**src/rtl/rx_silo.sv**
```systemverilog
module rx_silo #(
  parameter int DEPTH    = 64,
  parameter int ALARM_AT = 16,
  parameter int SETTLE   = 4,
  localparam int AW = $clog2(DEPTH),
  localparam int CW = $clog2(DEPTH + 1),
  localparam int SW = $clog2(SETTLE + 2),
  localparam int KW = $clog2(ALARM_AT + 1)
) (
  input  logic        clk,
  input  logic        rst_n,
  input  logic        scan_en,
  input  logic        alarm_en,
  input  logic        rx_ie,
  input  logic        push,
  input  logic [1:0]  push_line,
  input  logic [7:0]  push_data,
  input  logic        push_ferr,
  input  logic        push_perr,
  input  logic        rd,
  output logic [15:0] rd_word,
  output logic        done,
  output logic        alarm,
  output logic        irq
);

  logic [12:0]   mem [DEPTH];
  logic [AW-1:0] rptr, wptr;
  logic [CW-1:0] count;
  logic [SW-1:0] settle;
  logic [KW-1:0] acnt;
  logic          ovr_pend;
  logic          empty, full, pop, acc, drop;
  logic [12:0]   head;

  assign empty = (count == '0);
  assign full  = (count == CW'(DEPTH));
  assign done  = scan_en && !empty && (settle == '0);
  assign pop   = rd && done;
  assign acc   = push && scan_en && (!full || pop);
  assign drop  = push && scan_en && full && !pop;
  assign head  = mem[rptr];

  assign rd_word = done ? {1'b1, head[12:10], 2'b00, head[9:0]} : 16'h0000;
  assign alarm   = alarm_en && (acnt == KW'(ALARM_AT));
  assign irq     = rx_ie && (alarm_en ? alarm : done);

  always_ff @(posedge clk) begin
    if (acc) mem[wptr] <= {ovr_pend, push_ferr, push_perr, push_line, push_data};
  end

  always_ff @(posedge clk or negedge rst_n) begin
    if (!rst_n) begin
      rptr     <= '0;
      wptr     <= '0;
      count    <= '0;
      settle   <= '0;
      acnt     <= '0;
      ovr_pend <= 1'b0;
    end else if (!scan_en) begin
      rptr     <= '0;
      wptr     <= '0;
      count    <= '0;
      settle   <= '0;
      acnt     <= '0;
      ovr_pend <= 1'b0;
    end else begin
      if (acc) wptr <= (wptr == AW'(DEPTH - 1)) ? '0 : wptr + 1'b1;
      if (pop) rptr <= (rptr == AW'(DEPTH - 1)) ? '0 : rptr + 1'b1;
      case ({acc, pop})
        2'b10:   count <= count + 1'b1;
        2'b01:   count <= count - 1'b1;
        default: count <= count;
      endcase
      if (pop)                 settle <= SW'(SETTLE);
      else if (settle != '0)   settle <= settle - 1'b1;
      if (pop)                 acnt <= acc ? KW'(1) : '0;
      else if (acc && acnt != KW'(ALARM_AT)) acnt <= acnt + 1'b1;
      if (acc)       ovr_pend <= 1'b0;
      else if (drop) ovr_pend <= 1'b1;
    end
  end

  // a character entering an idle empty silo is ready one edge later
  a_r1_push_ready: assert property (@(posedge clk) disable iff (!rst_n)
    (acc && empty && settle == '0 && !pop) |=> (done || !scan_en));

  // a pop always opens a settling gap
  a_r3_settle_gap: assert property (@(posedge clk) disable iff (!rst_n)
    pop |=> !done);

  // once raised, the alarm persists until a pop or disable
  a_r5_alarm_hold: assert property (@(posedge clk) disable iff (!rst_n)
    (alarm && !pop && scan_en) |=> (alarm || !alarm_en || !scan_en));

  // a pop clears the alarm
  a_r6_pop_clears: assert property (@(posedge clk) disable iff (!rst_n)
    pop |=> !alarm);

  // occupancy never exceeds depth
  a_r9_no_overflow: assert property (@(posedge clk) disable iff (!rst_n)
    count <= CW'(DEPTH));

endmodule

```
**config.mk**
```make
export PLATFORM = sky130hd
export DESIGN_NAME = rx_silo
export DESIGN_NICKNAME = d
export VERILOG_FILES = /design/src/rtl/rx_silo.sv
export SDC_FILE = /design/constraint.sdc
export NUM_CORES = 1
export LEC_CHECK = 0
export ABC_AREA = 1
export ABC_CLOCK_PERIOD_IN_PS = 2500
export BUFFER_PORTS_ARGS = -buffer_cell sky130_fd_sc_hd__buf_2
export CAP_MARGIN = 10
export CELL_PAD_IN_SITES_DETAIL_PLACEMENT = 1
export CELL_PAD_IN_SITES_GLOBAL_PLACEMENT = 2
export CORE_AREA = 2 2 308 310
export CTS_BUF_LIST = sky130_fd_sc_hd__clkbuf_16
export DETAILED_ROUTE_END_ITERATION = 10
export DIE_AREA = 0 0 310 312
export GPL_TIMING_DRIVEN = 0
export PLACE_DENSITY = 0.86
export SLEW_MARGIN = 15
export SYNTH_ARGS = -nofsm -noshare
export SYNTH_HDL_FRONTEND = slang
export SYNTH_SLANG_ARGS = --single-unit
```
**constraint.sdc**
```tcl
create_clock -name clk -period 2.5 [get_ports clk]
set_input_delay 0.125 -clock clk [delete_from_list [all_inputs] [get_ports clk]]
set_output_delay 0.125 -clock clk [all_outputs]
set_load 0.02 [all_outputs]
```
# After elaboration in Yosys (flattened, before gate mapping)
# Memory sizes are Yosys's and may differ from the RTL's.
# Cells that the tools add are included.
dict set report totals {
  regBits 28
  ramBits 832
  in_bits 19
  output_inout_bits 19
  wordCells 65
  n_memories 1
}
dict set report classes {
  addsub 6
  n_eq_ne 13
  n_mux 22
  reduce_logical 17
}
# memory words word_bits rd rd_clocked_by_memory_dff write_ports line_no
set memory_table {}
lappend memory_table {mem 64 13 1 0 1 27} ;# logic [12:0] mem [DEPTH];
# op n
set op_table {}
lappend op_table {{6-bit two-way mux} 6}
lappend op_table {{16-bit two-way mux} 1}
lappend op_table {{5-bit two-way mux} 3}
lappend op_table {{7-bit case mux with 2 select lines} 1}
lappend op_table {{6-bit by 1-bit adder with 6-bit output, second input constant} 2}
lappend op_table {{6-bit == test, second input constant} 2}
lappend op_table {{3-bit by 1-bit inequality test with 1-bit output, second input constant} 4}
lappend op_table {{1-bit logical AND} 10}
lappend op_table {{3-bit two-way mux} 3}
lappend op_table {{7-bit by 1-bit adder with 7-bit output, second input constant} 1}
lappend op_table {{7-bit == test, second input constant} 1}
lappend op_table {{7-bit logical NOT} 1}
lappend op_table {{1-bit two-way mux} 7}
lappend op_table {{7-bit two-way mux} 1}
lappend op_table {{7-bit by 1-bit subtractor with 7-bit output, second input constant} 1}
lappend op_table {{5-bit by 1-bit adder with 5-bit output, second input constant} 1}
lappend op_table {{5-bit == test, second input constant} 1}
lappend op_table {{5-bit inequality test, second input constant} 1}
lappend op_table {{2-bit by 1-bit inequality test with 1-bit output, second input constant} 2}
lappend op_table {{1-bit logical NOT} 3}
lappend op_table {{3-bit logical NOT} 1}
lappend op_table {{3-bit nonzero test} 1}
lappend op_table {{3-bit by 1-bit subtractor with 3-bit output, second input constant} 1}
lappend op_table {{2-bit by 1-bit == test with 1-bit output, second input constant} 1}
lappend op_table {{other kinds (2)} 2}

# Longest topological paths before layout
dict set report depth {
  word_depth 11
  depth_mapped 16
  ltp_nobuf 16
}

# Least setup slack after synthesis
# OpenSTA, ideal clock, no wires.
dict set report synth_timing {
  path_kind {register to register}
  startpoint {register settle[0]}
  endpoint {memory mem[0][0], enable pin}
  setup_time_ns 0.382
  arrival_time_ns 2.143
  required_ns 2.118
  path_slack_ns -0.026
  stages_incl_launch_ff 11
  path_buffers 0
  synth_period_minus_slack_ns 2.526
  cell_sequence {dfrtp_1 > inv_1 > ha_1 > nand3_2 > nor2_4 > nand2_4 > nand2_2 > nand2_4 > nor2_8 > nand3_4 > nor2_1}
}
dict set report synth_between {
  elab_chain_cells 7
}
# element line_no
set synth_rtl {}
lappend synth_rtl {{from (decl)} 30} ;# logic [SW-1:0] settle;
lappend synth_rtl {{from (signal assigned)} 75} ;# if (pop) settle <= SW'(SETTLE);
lappend synth_rtl {{from (signal assigned)} 76} ;# else if (settle != '0) settle <= settle - 1'b1;
lappend synth_rtl {{3-bit logical NOT} 38} ;# assign done = scan_en && !empty && (settle == '0);
lappend synth_rtl {{1-bit logical AND} 38}
lappend synth_rtl {{via done} 22} ;# output logic done,
lappend synth_rtl {{1-bit logical AND} 39} ;# assign pop = rd && done;
lappend synth_rtl {{1-bit logical OR} 40} ;# assign acc = push && scan_en && (!full || pop);
lappend synth_rtl {{1-bit logical AND} 40}
lappend synth_rtl {{1-bit two-way mux} 49} ;# if (acc) mem[wptr] <= {ovr_pend, push_ferr, push_perr, push_line, push_data};
lappend synth_rtl {{1-bit two-way mux (not written as such)} 49}
lappend synth_rtl {{to (decl)} 27}
# The timed path passes the listed nets, and every way through them passes these cells.

# Final worst setup path
dict set report layout_timing {
  startpoint {register rptr[1]}
  endpoint {output port rd_word[9]}
}
dict set report layout_between {
  elab_chain_cells 2
}
# element line_no
set layout_rtl {}
lappend layout_rtl {{from (decl)} 28} ;# logic [AW-1:0] rptr, wptr;
lappend layout_rtl {{from (signal assigned)} 69} ;# if (pop) rptr <= (rptr == AW'(DEPTH - 1)) ? '0 : rptr + 1'b1;
lappend layout_rtl {{memory 64 x 13 bit} --}
lappend layout_rtl {{16-bit two-way mux} 44} ;# assign rd_word = done ? {1'b1, head[12:10], 2'b00, head[9:0]} : 16'h0000;
lappend layout_rtl {{to (decl)} 21} ;# output logic [15:0] rd_word,
# No other way between the ends.

==> results_dict.tcl <==
set metrics [dict create \
    setup_tns_ps -96440 \
    drt_iter0_markers 3076 \
    yosysSeqAreaShare 0.710 \
    power.total_uw 34800 \
    power_frac_seq 0.459 \
    fin_ws_ps -641 \
    synth-seq-cells 860 \
    vdd_drop_max_v 0.000576 \
    worst-path-max-fanout 10 \
    die_x_um 310 \
    design_area_sq_um 46100 \
    end_kind "primary output" \
    tritoncts "built" \
    clockPowerShare 0.374 \
    violations "setup timing" \
    fin_nets 3617 \
    dpl.hpwl_um 82400 \
    sw_frac_of_total 0.276 \
    synth_flop_cell "edfxtp_1" \
    grt_pass1_vias 27200 \
    post-route-drc-count 0 \
    gr-usage-all-layers 0.261 \
    power_density_nw_per_um2 756 \
    io_buffers 35 \
    drtAntennaViolNets 0 \
    wire_per_inst_um 27.3 \
    initial_utilization 0.389 \
    critical-path-slowest-cell "dfrtp_2" \
    grt_overflow 0 \
    final.period_utilization 1.26 \
    setup_violations 784 \
    worstPathRequired_ps 2380 \
    area.growth.synth_to_final_pct 27.3 \
    reg2regPathDepth 16 \
    rows 112 \
    maxCapViolCount 0 \
    firstDrtPassIters 6 \
    drive_gt1_frac 0.221 \
    core-area_sq_um 93000 \
    antenna_found_initial 2 \
    hold_slack_ps 29.7 \
    ios 38 \
    drt-total-wl_um 134000 \
    via_per_inst 5.58 \
    r2r_slack_ps -270 \
    p_switching_uw 9610 \
    slew_violations 0 \
    power.internal_uw 25200 \
    avgSynthCellArea_sq_um 11.0 \
    layout_commonest_cell "nand2_1" \
    ys_types 39 \
    grt_first_pass_wirelength_um 183000 \
    crit_chain "buf_8, buf_8, buf_6, nand2_1, nand3_2, nand3_1, nand2_2, nand2_1, nand2_4, clkinv_1, a21oi_2, buf_6" \
    synthesis.area_sq_um 36200 \
    startpoint_type "flop" \
    cp.depth 12 \
    rsz0062_at_grt "yes" \
    clkTransAtPathRegs_ps 60 \
    clkSinkCount 860 \
    synth_edf_count 832 \
    skew_ps 18.4 \
    gp_congestion 0.907 \
    syn_inst 3286 \
    min_period_ps 3140 \
    max_slew_margin 0.262 \
    dr_total_vias 27400 \
    crit_family "buffers and inverters" \
    yosys_warnings 0 \
    async_flop_share 0.0326 \
    cts-buffers-inserted 93 \
    cts_max_path_buffers 3 \
    hold_class "primary input to asynchronous set/reset pin" \
    clock_latency_ps 660 \
    postLayoutCoreUtil 0.495 \
    critPathBufInv 5 \
    hold_viol 0 \
    combPwrFrac 0.167 \
    antenna_cells 0 \
    p_leak_uw 0.0175 \
    cts-root-buf "clkbuf_16" \
    die_y_um 312 \
    grt_max_degree 61 \
    fmax_mhz 318 \
    placed_area_sq_um 38400 \
    criticalPathCategory "flop to primary output" \
    die_area_sq_um 96700 \
    cp_data_arrival_time_ps 3020 \
    final_cell_mix "nand2_1, edfxtp_1, nand3_1" \
    worstMarginPinSlew_ps 1100 \
    h-tree-depth 3 \
    status "finished, violations left" \
    critPathMaxStageDelay_ps 460 \
]
-- flip-flops by register name, indices dropped and copies added (netlist names) --
signal,count
settle,3
rptr,6
acnt,5
wptr,6
ovr_pend,1
count,7
mem,832
-- cells in the mapped netlist (5+ instances only) --
library cell	count	share of area
clkinv_1	9	0.00093
a21oi_1	25	0.0035
buf_4	18	0.0037
o21ai_0	42	0.0058
ha_1	11	0.0038
edfxtp_1	832	0.69
nand2_1	1202	0.12
inv_1	147	0.015
xor2_1	6	0.0015
dfrtp_1	28	0.019
nor2_1	157	0.016
clkbuf_1	50	0.0052
o21ai_1	10	0.0014
buf_1	23	0.0024
nand3_1	587	0.081
nand2_2	5	0.00086
buf_2	89	0.012
-- through the flow --
step                      std cells  setup slack (ps)
after floorplan                3287             -25.7
after global placement         4576             -1070
after detailed placement       4592             -1060
after CTS                      4850              -679
after global routing           4914              -663
final                          4914              -641
-- worst reg2reg max path, cell delays in order, from the launching register on --
cell	delay (ps)
dfrtp_1	380
inv_2	100
ha_4	150
nand3_4	80
nor2_4	210
buf_6	130
buf_6	80
buf_6	90
nand2_4	50
nand2_4	100
nand2_8	100
nor2_8	140
buf_12	150
nand3_4	130
buf_6	200
nor2_4	190
clkbuf_16	220
-- routing by layer --
| layer | vias to the layer above | share of wire | track usage |
|---|---|---|---|
| met4 | 0 | 0.046 | 0.0986 |
| met3 | 352 | 0.090 | 0.0406 |
| met5 | - | 0 | 0 |
| met2 | 1439 | 0.48 | 0.427 |
| li1 | 11800 | - | - |
| met1 | 13800 | 0.39 | 0.350 |
-- worst paths after layout --
check,start,end
max in group asynchronous,rst_n,ovr_pend
worst min register to register,settle[1],settle[1]
worst max register to register,settle[0],mem[56][1]
worst max-delay path,rptr[1],rd_word[9]
min in group clk,push_data[2],mem[63][2]
worst min-delay path,rst_n,acnt[0]
-- power by group through the flow --
stage / registers, uW / logic (uW) / clock network (uW)
CTS: 16000 / 4680 / 13000
finish: 16000 / 5820 / 13000
global placement: 16300 / 3980 / 0
detailed placement: 16300 / 4170 / 0
global route: 16000 / 6180 / 13600
floorplan: 16300 / 2380 / 0
-- what timing repair did --
item / 4_1_cts / 5_1_grt
gates resized for setup: 358 / 398
pin swaps: 56 / 103
setup buffers: 74 / 46
setup endpoints to repair: 848 / 756
gates cloned: 1 / 19
endpoints found under the hold margin: 274 / 0
hold buffers: 16 / 0
-- logic make-up after synthesis --
logic type               Yosys count  synth area share
other                              1          0.000104
adder cells (fa/ha/maj)           12           0.00436
AND/OR/NAND/NOR                 1971             0.229
buffers and inverters            344            0.0413
AO/OA/AOI/OAI                     89            0.0130
flip-flops                       860             0.710
XOR/XNOR                           9           0.00218
-- layout make-up --
| class | instances | area (sq um) |
|---|---|---|
| timing repair buffer | 206 | 2870 |
| multi-input combinational | 2083 | 10700 |
| inverter | 161 | 647 |
| buffer | 181 | 1780 |
| clock buffer | 96 | 2400 |
| tap | 1254 | 1570 |
| sequential | 860 | 25700 |
| clock inverter | 73 | 412 |
| fill | 9741 | 47000 |
(Power assumes the default switching activity.)
